$ cat src/rtl/bog_pkg.sv
package bog_pkg;
  localparam int unsigned OFS_W = 3;

  typedef enum logic [1:0] {
    BLM_FIX8 = 2'b00,
    BLM_CMD  = 2'b01,
    BLM_FIX4 = 2'b10,
    BLM_RSVD = 2'b11
  } blen_mode_e;

  typedef struct packed {
    logic             ilv;
    logic             chop;
    logic [OFS_W-1:0] base;
  } burst_cfg_t;
endpackage

$ cat src/rtl/bog_cfg_decode.sv
module bog_cfg_decode
  import bog_pkg::*;
#(
  parameter int unsigned COL_W = OFS_W
) (
  input  logic [1:0]       bl_mode,
  input  logic             ilv_sel,
  input  logic             chop_sel,
  input  logic             is_write,
  input  logic             crc_en,
  input  logic [COL_W-1:0] col_lo,
  output burst_cfg_t       cfg,
  output logic             rsvd
);
  localparam int unsigned LOW_W = COL_W - 1;

  blen_mode_e mode;
  assign mode = blen_mode_e'(bl_mode);

  always_comb begin
    rsvd     = (mode == BLM_RSVD);
    cfg.ilv  = ilv_sel;
    cfg.chop = (mode == BLM_FIX4) || ((mode == BLM_CMD) && chop_sel);
    if (!is_write)
      cfg.base = col_lo;
    else if (crc_en && (mode == BLM_FIX8))
      cfg.base = '0;
    else
      cfg.base = {col_lo[COL_W-1], {LOW_W{1'b0}}};
  end
endmodule

$ cat src/rtl/bog_beat_map.sv
module bog_beat_map
  import bog_pkg::*;
#(
  parameter int unsigned COL_W = OFS_W
) (
  input  burst_cfg_t       cfg,
  input  logic [COL_W-1:0] beat,
  output logic [COL_W-1:0] ofs
);
  localparam int unsigned LOW_W = COL_W - 1;

  logic [COL_W-1:0] seq_ofs;
  logic [COL_W-1:0] ilv_ofs;

  generate
    if (LOW_W > 0) begin : g_wrap
      logic [LOW_W-1:0] low_sum;
      assign low_sum = cfg.base[LOW_W-1:0] + beat[LOW_W-1:0];
      assign seq_ofs = {cfg.base[COL_W-1] ^ beat[COL_W-1], low_sum};
    end else begin : g_single
      assign seq_ofs = cfg.base ^ beat;
    end
  endgenerate

  assign ilv_ofs = cfg.base ^ beat;
  assign ofs     = cfg.ilv ? ilv_ofs : seq_ofs;
endmodule

$ cat src/rtl/burst_order_gen.sv
module burst_order_gen
  import bog_pkg::*;
#(
  parameter int unsigned COL_W = OFS_W
) (
  input  logic             clk,
  input  logic             rst,
  input  logic             start,
  input  logic [1:0]       bl_mode,
  input  logic             ilv_sel,
  input  logic             chop_sel,
  input  logic             is_write,
  input  logic             crc_en,
  input  logic [COL_W-1:0] col_lo,
  output logic [COL_W-1:0] beat_ofs,
  output logic             beat_vld,
  output logic             beat_last,
  output logic             beat_act,
  output logic             mode_err
);
  localparam logic [COL_W-1:0] LAST_BEAT = {COL_W{1'b1}};
  localparam logic [COL_W-1:0] HALF_LAST = {1'b0, {(COL_W-1){1'b1}}};

  burst_cfg_t       dec_cfg;
  burst_cfg_t       cfg_q;
  burst_cfg_t       cur_cfg;
  logic             dec_rsvd;
  logic             running;
  logic [COL_W-1:0] cnt;
  logic [COL_W-1:0] cur_beat;
  logic [COL_W-1:0] map_ofs;
  logic             launch;
  logic             refuse;
  logic             stepping;

  bog_cfg_decode #(.COL_W(COL_W)) u_dec (
    .bl_mode (bl_mode),
    .ilv_sel (ilv_sel),
    .chop_sel(chop_sel),
    .is_write(is_write),
    .crc_en  (crc_en),
    .col_lo  (col_lo),
    .cfg     (dec_cfg),
    .rsvd    (dec_rsvd)
  );

  assign launch   = start && !running && !dec_rsvd;
  assign refuse   = start && !running && dec_rsvd;
  assign stepping = launch || running;
  assign cur_cfg  = launch ? dec_cfg : cfg_q;
  assign cur_beat = launch ? '0 : cnt;

  bog_beat_map #(.COL_W(COL_W)) u_map (
    .cfg (cur_cfg),
    .beat(cur_beat),
    .ofs (map_ofs)
  );

  always_ff @(posedge clk) begin
    if (rst) begin
      running <= 1'b0;
      cnt     <= '0;
      cfg_q   <= '0;
    end else if (launch) begin
      running <= 1'b1;
      cnt     <= {{(COL_W-1){1'b0}}, 1'b1};
      cfg_q   <= dec_cfg;
    end else if (running) begin
      cnt <= cnt + 1'b1;
      if (cnt == LAST_BEAT) running <= 1'b0;
    end
  end

  always_ff @(posedge clk) begin
    if (rst) begin
      beat_ofs  <= '0;
      beat_vld  <= 1'b0;
      beat_last <= 1'b0;
      beat_act  <= 1'b0;
      mode_err  <= 1'b0;
    end else begin
      mode_err <= refuse;
      beat_act <= stepping;
      if (stepping) begin
        beat_ofs  <= map_ofs;
        beat_vld  <= !(cur_cfg.chop && cur_beat[COL_W-1]);
        beat_last <= (cur_beat == (cur_cfg.chop ? HALF_LAST : LAST_BEAT));
      end else begin
        beat_ofs  <= '0;
        beat_vld  <= 1'b0;
        beat_last <= 1'b0;
      end
    end
  end
endmodule

$ cat config.mk
export PLATFORM = sky130hd
export DESIGN_NAME = burst_order_gen
export DESIGN_NICKNAME = d
export VERILOG_FILES = /design/src/rtl/bog_pkg.sv /design/src/rtl/bog_cfg_decode.sv /design/src/rtl/bog_beat_map.sv /design/src/rtl/burst_order_gen.sv
export SDC_FILE = /design/constraint.sdc
export NUM_CORES = 1
export LEC_CHECK = 0
export BUFFER_PORTS_ARGS = -buffer_cell sky130_fd_sc_hd__clkbuf_2
export CAP_MARGIN = 20
export CORE_MARGIN = 3
export CORE_UTILIZATION = 49
export CTS_CLUSTER_SIZE = 10
export DETAILED_ROUTE_END_ITERATION = 6
export PLACE_DENSITY = 0.75
export SLEW_MARGIN = 30
export SYNTH_ARGS = -nofsm -noshare
export SYNTH_HDL_FRONTEND = slang
export SYNTH_SLANG_ARGS = --single-unit
$ cat constraint.sdc
create_clock -name clk -period 2 [get_ports clk]
set_input_delay 0.1 -clock clk [delete_from_list [all_inputs] [get_ports clk]]
set_output_delay 0.1 -clock clk [all_outputs]
set_load 0.01 [all_outputs]
-- After elaboration in Yosys (flattened, before gate mapping)
Index checks and enable logic that the tools add are counted.
- register bits after elaboration: 16
- bits of input ports: 12
- output and inout bits: 7
- add/subtract/negate cells: 2
- eq/ne operators: 5
- mux-type cells: 11
- bitwise gates (word level): 3
- reduce and logical (&&, ||, !) cells: 15
- operator list (kind ; count):
    2-to-1 mux 3 bit ; 5
    logical AND 1 bit ; 6
    2-to-1 mux 1 bit ; 5
    2-to-1 mux 5 bit ; 1
    == test 2 bit (second input constant) ; 2
    OR reduction 2 bit ; 2
    adder 3 x 1 -> 3 bit (second input constant) ; 1
    == test 3 bit ; 1
    == test 3 bit (second input constant) ; 1
    logical NOT 1 bit ; 3
    bitwise XOR 3 bit ; 1
    adder 2 bit ; 1
    == test 2 x 1 -> 1 bit (second input constant) ; 1
    logical NOT 2 bit ; 1
    logical OR 1 bit ; 2
    nonzero test 2 bit ; 1
    NOT 1 bit ; 1
    bitwise XOR 1 bit ; 1

-- Logic depth before layout (Yosys ltp)
- depth after elaboration: 7
- mapped depth: 9

-- Hierarchy
Synthesis repeated with hierarchy kept, for this count alone.
- cells, all modules: 70
- area total of the unflattened synthesis: 742.0 um^2
- by module, submodules not included (module ; instances ; cells each ; area each (um^2) ; seq. area each (um^2)):
    burst_order_gen ; 1 ; 56 ; 636.9 ; 320.3
    bog_cfg_decode ; 1 ; 8 ; 56.3 ; 0.0
    bog_beat_map ; 1 ; 6 ; 48.8 ; 0.0

-- Worst setup path after synthesis
No wires, ideal clock.
- kind: reg-to-reg
- start: reg running
- end: reg beat_ofs[1]
- library setup time: 0.086 ns
- arrival time: 1.701 ns
- slack: 0.214 ns
- cell stages (with the launch flop): 10
- buffers on the path: 1
- period minus slack after synthesis: 1.786 ns
- path through: dfxtp_1 buf_6 nand2b_4 a21oi_4 mux2_4 ha_1 nor2b_1 xnor2_1 nor2_1 a211oi_1
- RTL lines (what ; line ; source):
    start: declaration ; burst_order_gen.sv:28 ; logic running;
    start signal: assignment ; burst_order_gen.sv:61 ; running <= 1'b0;
    start signal: assignment ; burst_order_gen.sv:65 ; running <= 1'b1;
    start signal: assignment ; burst_order_gen.sv:70 ; if (cnt == LAST_BEAT) running <= 1'b0;
    end signal: assignment ; burst_order_gen.sv:85 ; beat_ofs <= map_ofs;
    end: declaration ; burst_order_gen.sv:15 ; output logic [COL_W-1:0] beat_ofs,

==> impl_metrics.tcl <==
set metrics [dict create \
    status "finished clean" \
    hold_buffers 0 \
    path_class "reg -> reg" \
    fin_crit_sh 0.924 \
    required_ps 2190 \
    syn_inst 72 \
    power_frac_seq 0.527 \
    critical_path.max_fanout 6 \
    synth_compound_area_frac 0.105 \
    grt.met2_usage 0.235 \
    stdcell_count 107 \
    setup_viol 0 \
    clock-root-buffer "clkbuf_4" \
    die_x_um 44.6 \
    grt_max_degree 12 \
    yosysWarningCount 0 \
    p_sw_frac 0.246 \
    worstSetupStartpointType "flip-flop" \
    worstHoldPathCells 3 \
    cts_resized 0 \
    p_per_area_nw_per_um2 766 \
    slew_violations 0 \
    r2r_start "running" \
    hold_class "in -> reg" \
    nets 109 \
    routed_via_density 5.08 \
    cts_buffers 3 \
    min_period_ps 1850 \
    ctsHtreeMaxLevel 1 \
    design.core.area_um2 1350 \
    dp_cells 103 \
    power_uw 655 \
    ir_drop_mv 0.507 \
    rsz0062_at_grt "no" \
    antenna-diode-count 0 \
    synth_simple_gate_area_frac 0.238 \
    ys_seq_area_frac 0.439 \
    fmax_ghz 0.541 \
    worst-path-stages 8 \
    start_util 0.540 \
    grt-ovfl-total 0 \
    max_cap_viol_count 0 \
    ant_nets 0 \
    wire_per_inst_um 11.4 \
    power_frac_clock 0.323 \
    grt_pass1_wl_um 2160 \
    path_clk_slew_ps 100 \
    setup-tns-final_ps 0 \
    tightest_slew_ps 202 \
    hold_viol 0 \
    vias 544 \
    syn_nets 88 \
    drc 0 \
    cpLargestDelayFamily "compound AO/OA/AOI/OAI gates" \
    syn_avg_cell_area_um2 10.1 \
    die_y_um 44.6 \
    critPathArrivalTime_ps 2040 \
    synthMuxAreaShare 0.0480 \
    grt_use_met3 0.0366 \
    end_kind "flip-flop" \
    path_buf_inv 0 \
    clkLatencyLatePin_ps 280 \
    power_switching_uw 161 \
    min_to "cfg_q[4]" \
    netlist_area_um2 729 \
    num_rows 13 \
    critPathMaxStageDelay_ps 360 \
    areaGrowthSynthToFinish_pct 17.3 \
    ioPinCount 19 \
    synth_top_family_by_area "simple AND/OR/NAND/NOR gates" \
    synth-adder-area-share 0.0686 \
    io_buffers 18 \
    gp_congestion 0.743 \
    final_cell_mix "18 x clkbuf_2, 16 x dfxtp_1, 9 x a21oi_1" \
    synth_seq_cells 16 \
    yosysUniqueCellTypes 28 \
    rr_worst_depth 8 \
    firstDrtPassIters 4 \
    use_met1 0.187 \
    final_common_cell "clkbuf_2" \
    intPower_uw 494 \
    dieArea_um2 1990 \
    yosys.area_share.xor_xnor 0.0600 \
    post-cts-setup-buffer-count 0 \
    cp_slowest_cell "dfxtp_1" \
    grt_pass1_vias 496 \
    cts_tree "built" \
    slew_headroom 0.865 \
    combPwrFrac 0.150 \
    crit_chain "nand2b_4 > a21oi_4 > mux2_4 > ha_1 > nor2b_1 > xnor2_1 > nor2_1 > a211oi_1" \
    cts.sinks 16 \
    cts_buffer_depth 2 \
    worstHoldStart "ilv_sel" \
    layout-drive-gt1-share 0.348 \
    grt.total_usage 0.151 \
    leakage_uw 0.000406 \
    skew_ps 4.78 \
    grt_busiest_layer "met2" \
    r2r_slack_ps 150 \
    reg2reg_to "beat_ofs[1]" \
    drt-initial-drc-count 7 \
    wl_um 1220 \
    antenna_found_initial 0 \
]
[sequential cells by signal, indices dropped and copies added (netlist names)]
| register | cells |
|---|---|
| beat_last | 1 |
| cnt | 3 |
| beat_vld | 1 |
| beat_act | 1 |
| running | 1 |
| beat_ofs | 3 |
| mode_err | 1 |
| cfg_q | 5 |
[power by group through the flow]
stage	registers, uW	logic [uW]	clock network [uW]
final	345	98.2	212
after global routing	348	110	236
after floorplan	354	67.9	0
after detailed placement	353	98.3	0
after CTS	346	99.1	216
after global placement	352	97.4	0
[how the worst max path moves through the flow]
stage	from	to	slack [ps]
after floorplan	running	beat_ofs[1]	210
after global placement	running	beat_ofs[1]	240
after detailed placement	running	beat_ofs[1]	180
after CTS	running	beat_ofs[1]	150
after global routing	running	beat_ofs[1]	60
final	running	beat_ofs[1]	150
[cell families after synthesis]
| family | Yosys count |
|---|---|
| AO/OA/AOI/OAI | 12 |
| flip-flops | 16 |
| buffers and inverters | 4 |
| adder cells (fa/ha/maj) | 4 |
| XOR/XNOR | 5 |
| multiplexers | 3 |
| AND/OR/NAND/NOR | 28 |
[worst register-to-register path: stages (launching register included)]
cell,delay (ps)
dfxtp_1,360
nand2b_4,160
a21oi_4,190
mux2_4,330
ha_1,200
nor2b_1,130
xnor2_1,130
nor2_1,60
a211oi_1,210
[layout make-up]
| cell class | instances | area, um2 |
|---|---|---|
| Timing Repair Buffer | 19 | 97.6 |
| Fill cell | 124 | 494 |
| Tap cell | 15 | 18.8 |
| Clock buffer | 4 | 36.3 |
| Multi-Input combinational cell | 52 | 379 |
| Inverter | 1 | 3.75 |
| Sequential cell | 16 | 320 |
[per-stage QoR]
| step | cell area (um2) | setup WS (ps) | hold WS, ps | util |
|---|---|---|---|---|
| 3_5_place_dp | 820 | 177 | 357 | 0.607 |
| 4_1_cts | 856 | 146 | 52.5 | 0.634 |
| 6_report | 856 | 153 | 53.8 | 0.634 |
| 5_1_grt | 856 | 55.9 | 82.6 | 0.634 |
| 3_3_place_gp | 820 | 245 | 361 | 0.607 |
| 2_1_floorplan | 729 | 214 | 236 | - |
[routing by layer]
| layer | share of wire | wire, um |
|---|---|---|
| met5 | 0 | 0 |
| met3 | 0.071 | 87 |
| met4 | 0.014 | 17 |
| met1 | 0.47 | 577 |
| met2 | 0.44 | 541 |
[synthesized netlist by cell type]
master / instances / share of area
a211oi_1: 2 / 0.021
a21oi_1: 9 / 0.062
a21oi_4: 1 / 0.022
and2_1: 1 / 0.0086
and2_2: 2 / 0.021
and2b_1: 1 / 0.010
and4_1: 1 / 0.012
buf_6: 2 / 0.031
clkbuf_1: 1 / 0.0051
dfxtp_1: 16 / 0.44
ha_1: 4 / 0.069
inv_2: 1 / 0.0051
mux2_4: 1 / 0.021
mux2i_1: 2 / 0.027
nand2_1: 6 / 0.031
nand2_2: 1 / 0.0086
nand2b_1: 1 / 0.0086
nand2b_4: 1 / 0.019
nand3_1: 1 / 0.0069
nand4bb_1: 1 / 0.015
nor2_1: 3 / 0.015
nor2b_1: 3 / 0.026
nor2b_4: 1 / 0.019
nor3_1: 3 / 0.021
or2_0: 1 / 0.0086
or2_2: 1 / 0.0086
xnor2_1: 3 / 0.036
xor2_1: 2 / 0.024
(Power assumes the default switching activity.)
